`src/rtl/alu16_pkg.sv`:
```
package alu16_pkg;
  typedef enum logic [3:0] {
    OP_ADD  = 4'd0,  OP_SUB  = 4'd1,  OP_ADDC = 4'd2,  OP_SUBB = 4'd3,
    OP_AND  = 4'd4,  OP_OR   = 4'd5,  OP_XOR  = 4'd6,  OP_NOT  = 4'd7,
    OP_NEG  = 4'd8,  OP_CMP  = 4'd9,  OP_ADDI = 4'd10, OP_CMPI = 4'd11,
    OP_SEXT = 4'd12, OP_LDLO = 4'd13, OP_LDHI = 4'd14, OP_LDB  = 4'd15
  } alu_op_e;

  typedef enum logic [1:0] {
    GRP_ARITH = 2'd0,
    GRP_LOGIC = 2'd1,
    GRP_MOVE  = 2'd2
  } alu_grp_e;

  typedef struct packed {
    alu_grp_e grp;
    logic     sub;      // adder subtracts
    logic     use_cin;  // incoming carry/borrow participates
    logic     use_imm;  // short signed immediate replaces b
    logic     negate;   // zero minus a
    logic     res_we;
    logic     flag_we;
  } alu_ctl_t;
endpackage

```
`src/rtl/alu16_decode.sv`:
```
module alu16_decode
  import alu16_pkg::*;
(
  input  logic [3:0] op_i,
  output alu_ctl_t   ctl_o
);
  always_comb begin
    ctl_o = '{grp: GRP_ARITH, sub: 1'b0, use_cin: 1'b0, use_imm: 1'b0,
              negate: 1'b0, res_we: 1'b1, flag_we: 1'b1};
    unique case (alu_op_e'(op_i))
      OP_ADD:  ;
      OP_SUB:  ctl_o.sub = 1'b1;
      OP_ADDC: ctl_o.use_cin = 1'b1;
      OP_SUBB: begin ctl_o.sub = 1'b1; ctl_o.use_cin = 1'b1; end
      OP_AND, OP_OR, OP_XOR, OP_NOT: ctl_o.grp = GRP_LOGIC;
      OP_NEG:  begin ctl_o.sub = 1'b1; ctl_o.negate = 1'b1; end
      OP_CMP:  begin ctl_o.sub = 1'b1; ctl_o.res_we = 1'b0; end
      OP_ADDI: ctl_o.use_imm = 1'b1;
      OP_CMPI: begin ctl_o.sub = 1'b1; ctl_o.use_imm = 1'b1; ctl_o.res_we = 1'b0; end
      OP_SEXT, OP_LDLO, OP_LDHI, OP_LDB: begin
        ctl_o.grp     = GRP_MOVE;
        ctl_o.flag_we = 1'b0;
      end
      default: ;
    endcase
  end
endmodule

```
`src/rtl/alu16_addsub.sv`:
```
module alu16_addsub #(
  parameter int WIDTH = 16
) (
  input  logic [WIDTH-1:0] x_i,
  input  logic [WIDTH-1:0] y_i,
  input  logic             sub_i,
  input  logic             cin_i,   // carry for add, borrow for subtract
  output logic [WIDTH-1:0] sum_o,
  output logic             c_o,
  output logic             v_o
);
  localparam int EXT_W = WIDTH + 1;

  logic [WIDTH-1:0] y_eff;
  logic             ci_eff;
  logic [EXT_W-1:0] ext;

  always_comb begin
    y_eff  = sub_i ? ~y_i : y_i;
    ci_eff = sub_i ? ~cin_i : cin_i;
    ext    = {1'b0, x_i} + {1'b0, y_eff} + {{WIDTH{1'b0}}, ci_eff};
    sum_o  = ext[WIDTH-1:0];
    c_o    = sub_i ? ~ext[WIDTH] : ext[WIDTH];
    v_o    = (x_i[WIDTH-1] == y_eff[WIDTH-1]) && (ext[WIDTH-1] != x_i[WIDTH-1]);
  end

  always_comb begin
    if (sub_i && !cin_i) begin

      sub_borrow_chk: assert (c_o == (x_i < y_i))
        else $error("borrow does not match unsigned compare");
    end
  end
endmodule

```
`src/rtl/alu16_logic.sv`:
```
module alu16_logic
  import alu16_pkg::*;
#(
  parameter int WIDTH = 16
) (
  input  logic [3:0]       op_i,
  input  logic [WIDTH-1:0] a_i,
  input  logic [WIDTH-1:0] b_i,
  output logic [WIDTH-1:0] res_o
);
  localparam int HALF = WIDTH / 2;

  always_comb begin
    unique case (alu_op_e'(op_i))
      OP_AND:  res_o = a_i & b_i;
      OP_OR:   res_o = a_i | b_i;
      OP_XOR:  res_o = a_i ^ b_i;
      OP_NOT:  res_o = ~a_i;
      OP_SEXT: res_o = {{(WIDTH-HALF){a_i[HALF-1]}}, a_i[HALF-1:0]};
      OP_LDLO: res_o = {a_i[WIDTH-1:HALF], b_i[HALF-1:0]};
      OP_LDHI: res_o = {b_i[HALF-1:0], a_i[HALF-1:0]};
      OP_LDB:  res_o = {{(WIDTH-HALF){b_i[HALF-1]}}, b_i[HALF-1:0]};
      default: res_o = '0;
    endcase
  end
endmodule

```
`src/rtl/alu16_flags.sv`:
```
module alu16_flags #(
  parameter int WIDTH = 16
) (
  input  logic [WIDTH-1:0] res_i,
  output logic             z_o,
  output logic             n_o,
  output logic             p_o
);
  always_comb begin
    z_o = ~|res_i;
    n_o = res_i[WIDTH-1];
    p_o = ~^res_i;   // even parity
  end
endmodule

```
`src/rtl/alu16_core.sv`:
```
module alu16_core
  import alu16_pkg::*;
#(
  parameter int WIDTH = 16,
  parameter int IMM_W = 4
) (
  input  logic [3:0]       op_i,
  input  logic [WIDTH-1:0] a_i,
  input  logic [WIDTH-1:0] b_i,
  input  logic             c_i,
  output logic [WIDTH-1:0] res_o,
  output logic             z_o,
  output logic             c_o,
  output logic             n_o,
  output logic             v_o,
  output logic             p_o,
  output logic             flag_we_o,
  output logic             res_we_o
);
  localparam int HALF = WIDTH / 2;

  alu_ctl_t         ctl;
  logic [WIDTH-1:0] x_op, y_op, imm_ext;
  logic [WIDTH-1:0] sum, lres;
  logic             add_c, add_v, cin_eff;

  alu16_decode u_dec (.op_i(op_i), .ctl_o(ctl));

  always_comb begin
    imm_ext = {{(WIDTH-IMM_W){b_i[IMM_W-1]}}, b_i[IMM_W-1:0]};
    x_op    = ctl.negate ? '0 : a_i;
    y_op    = ctl.negate ? a_i : (ctl.use_imm ? imm_ext : b_i);
    cin_eff = ctl.use_cin & c_i;
  end

  alu16_addsub #(.WIDTH(WIDTH)) u_add (
    .x_i(x_op), .y_i(y_op), .sub_i(ctl.sub), .cin_i(cin_eff),
    .sum_o(sum), .c_o(add_c), .v_o(add_v)
  );

  alu16_logic #(.WIDTH(WIDTH)) u_log (
    .op_i(op_i), .a_i(a_i), .b_i(b_i), .res_o(lres)
  );

  always_comb begin
    if (ctl.grp == GRP_ARITH) begin
      res_o = sum;
      c_o   = add_c;
      v_o   = add_v;
    end else begin
      res_o = lres;
      c_o   = 1'b0;
      v_o   = 1'b0;
    end
    flag_we_o = ctl.flag_we;
    res_we_o  = ctl.res_we;
  end

  alu16_flags #(.WIDTH(WIDTH)) u_flg (
    .res_i(res_o), .z_o(z_o), .n_o(n_o), .p_o(p_o)
  );

  always_comb begin

    zero_parity_chk: assert (!z_o || (!n_o && p_o))
      else $error("zero result with sign or odd parity");
    if (ctl.grp == GRP_LOGIC) begin

      logic_flags_chk: assert (!c_o && !v_o)
        else $error("logic op left carry or overflow set");
    end
    if (op_i == OP_CMP || op_i == OP_CMPI) begin

      cmp_nowrite_chk: assert (!res_we_o && flag_we_o)
        else $error("compare writes a register or skips flags");
    end
    if (op_i == OP_LDLO) begin

      ldlo_keep_chk: assert (res_o[WIDTH-1:HALF] == a_i[WIDTH-1:HALF] && !flag_we_o)
        else $error("load-low disturbed the upper byte");
    end
    if (op_i == OP_SEXT) begin

      sext_fill_chk: assert (res_o[WIDTH-1:HALF] == {HALF{a_i[HALF-1]}})
        else $error("sign-extend fill wrong");
    end
  end
endmodule

```
`config.mk`:
```
export PLATFORM = sky130hd
export DESIGN_NAME = alu16_core
export DESIGN_NICKNAME = d
export VERILOG_FILES = /design/src/rtl/alu16_pkg.sv /design/src/rtl/alu16_decode.sv /design/src/rtl/alu16_addsub.sv /design/src/rtl/alu16_logic.sv /design/src/rtl/alu16_flags.sv /design/src/rtl/alu16_core.sv
export SDC_FILE = /design/constraint.sdc
export NUM_CORES = 1
export LEC_CHECK = 0
export CORE_MARGIN = 8
export CORE_UTILIZATION = 42
export DETAILED_ROUTE_END_ITERATION = 6
export GPL_TIMING_DRIVEN = 0
export PLACE_DENSITY_LB_ADDON = 0.05
export SLEW_MARGIN = 20
export SYNTH_ARGS = -nofsm -noshare
export SYNTH_HDL_FRONTEND = slang
export SYNTH_SLANG_ARGS = --single-unit
```
`constraint.sdc`:
```
create_clock -name vclk -period 5.85
set_input_delay 0.585 -clock vclk [all_inputs]
set_output_delay 0.585 -clock vclk [all_outputs]
set_load 0.02 [all_outputs]
```
==> results.py <==
metrics = {
    "timing": {
        "final.min_clock_period_ns": 5.66,
        "slew_headroom_pct": 54.9,
        "finalCritPeriodShare_pct": 96.7,
        "max_freq_ghz": 0.177,
        "holdWs_ns": 1.95,
        "finalHoldViolCount": 0,
        "setup_viol_count_final": 0,
        "slew_viol_final": 0,
        "rsz0062_at_grt": "no",
        "worst_pin_slew_ns": 0.676,
    },
    "detailed_routing": {
        "wl_met1_um": 5570,
        "dr.pass1.iters": 4,
        "remaining_drc_errors": 0,
        "wl_um": 11800,
        "route.met2.wl_um": 5120,
        "first_iter_violations": 346,
        "antenna_left": 0,
        "viasPerCell": 5.92,
        "wl_per_cell_um": 18.8,
        "top_layer_used": "met4",
        "wl_met3_um": 902,
        "num_vias": 3724,
    },
    "cells_and_area": {
        "final_layout_size_suffix_gt1_share_pct": 9.43,
        "num-fill-cells": 745,
        "ff_latch_area_um2": 0,
        "diodes": 0,
        "seq_cell_count": 0,
        "nClkBuffers": 0,
        "area_growth_pct": 24.3,
        "nets": 626,
        "stdcell_count": 629,
    },
    "logic_synthesis": {
        "synth.distinct_cells": 62,
        "yosys-top-cells-area": "ha_1 22%, nor2_1 6.6%, xor2_1 5.8%, a21oi_1 5.2%, inv_1 5.1%",
        "yosysWarnings": 0,
        "yosys.area.top_type": "ha_1",
        "syn_area_per_cell_um2": 6.79,
        "yosys-top-cells-count": "56 x nor2_1, 55 x ha_1, 43 x inv_1",
        "synth_top_area_share_pct": 21.6,
        "yosysSeqAreaShare_pct": 0,
        "syn-cell-area_mm2": 0.00319,
        "yosysMostFrequentCell": "nor2_1",
        "synthCells": 470,
        "syn_nets": 564,
    },
    "placed_design": {
        "dp_hpwl_um": 9500,
        "gp_congestion": 0.914,
        "portBuffers": 58,
        "dp_cells": 627,
    },
    "setup_path": {
        "max_stage_delay_ns": 0.61,
        "critPathKind": "primary input to output pin",
        "cp.required_ns": 5.27,
        "cp-end-kind": "output pin",
        "crit_path_start": "op_i[0]",
        "arrival_ns": 5.07,
        "start_kind": "primary input",
        "path_cells": "clkdlybuf4s50_1 -> nand2b_2 -> nand2_1 -> a21oi_1 -> buf_2 -> o22ai_1 -> xor2_1 -> ha_1 -> clkbuf_1 -> and3_1 -> nand3_1 -> o21ai_0 -> a211o_2 -> o21ai_0 -> a311o_1 -> ha_1 -> nand4_1 -> nor2_1 -> clkdlybuf4s50_1",
        "cp_max_fo": 10,
        "critPathSlowestCell": "clkdlybuf4s50_1",
    },
    "die": {
        "die_y_um": 103,
        "initial_core_util_pct": 43.8,
        "io_pins": 60,
        "coreArea_mm2": 0.00729,
        "die_area_mm2": 0.0106,
        "fp.dieW_um": 103,
        "rows": 31,
    },
    "global_routing": {
        "grt_pass1_wl_um": 18800,
        "grt_overflow_total": 0,
        "antenna_found_initial": 0,
        "track_usage_pct": 22.6,
        "grt_pass1_vias": 3646,
        "grt_max_degree": 20,
    },
    "clocking": {
        "postCtsHoldBufs": 0,
    },
    "pwr": {
        "power-per-cell-area_mw_per_mm2": 188,
        "ir_drop_mv": 0.109,
        "power.leakage_nw": 1.86,
    },
    "min_path": {
        "min_from": "op_i[3]",
        "hp-class": "primary input to output pin",
    },
    "outcome": {
        "run_status": "complete, no violations",
    },
    "run": {
        "cap_violations": 0,
    },
}
-- per-stage QoR --
stage	setup slack, ns	util, %	TNS [ns]	power (mW)	cell area [um^2]
after CTS	0.131	54.4	0	0.748	3960
after global routing	0.00609	54.4	0	0.814	3970
after global placement	-0.894	53.4	-1.60	0.748	3890
after floorplan	0.963	-	0	0.500	3190
final	0.192	54.4	0	0.745	3970
after detailed placement	-0.898	53.4	-1.64	0.757	3890
-- layer usage --
layer / vias up / GRT usage [%]
met5: - / 0
met4: 0 / 5.23
li1: 1804 / -
met3: 16 / 2.57
met2: 169 / 36.6
met1: 1735 / 31.0
-- worst paths after layout --
kind,slack [ns],to,cells past startpoint
setup / recovery,0.19,z_o,19
hold / removal,1.95,flag_we_o,3
-- worst max-delay path: cells and delay by family --
| kind | cells | cell delay (ns) |
|---|---|---|
| xor+xnor | 1 | 0.16 |
| buf+inv | 4 | 1.62 |
| simple gates | 6 | 0.81 |
| fa+ha+maj | 2 | 0.48 |
| compound gates | 6 | 1.43 |
-- cell usage in the layout (no fill, tap or decap), types with 5 or more instances in the layout --
cell             Yosys  layout
nor3_1               5       5
a211oi_1             5       5
nor2b_1              7       7
and3_1               5       5
buf_2               14      15
o22ai_1             12      12
a21o_1               9       9
o21ai_0             13      12
buf_4                1       6
o211ai_1             7       7
a31oi_1              6       5
xor2_1              21      21
nor2_1              56      56
nand2_1             32      32
clkdlybuf4s50_1      0      57
nand4_1              5       5
ha_1                55      55
inv_1               43      43
xnor2_1             12      12
a21oi_1             33      31
nand2b_1            10       9
a221oi_1             5       5
nand3_1             23      23
mux2i_1             16      15
-- area by class of cell --
class | count | area, um^2 | area share [%]
buffer | 27 | 151 | 3.82
multi-input combinational | 398 | 2930 | 73.8
tap | 99 | 124 | 3.12
timing repair buffer | 61 | 598 | 15.1
inverter | 44 | 165 | 4.17
-- what timing repair did --
item | in CTS | in global routing
cloned | 0 | 0
endpoints found under the setup margin | 6 | 1
pin swaps | 1 | 0
setup buffers | 3 | 0
hold endpoints to repair | 0 | 0
gates resized for setup | 16 | 6
-- where the power goes --
group	internal, mW	switching (mW)	leakage (nW)
combinational	0.331	0.414	1.86
sequential	0	0	0
clock	0	0	0
-- kinds of logic after synthesis --
family / after synthesis / synth area share (%)
buffers and inverters: 72 / 9.61
AND/OR/NAND/NOR: 164 / 24.9
adder cells (fa/ha/maj): 57 / 22.8
multiplexers: 22 / 7.49
XOR/XNOR: 33 / 9.06
AO/OA/AOI/OAI: 122 / 26.1
(Power assumes the default switching activity.)
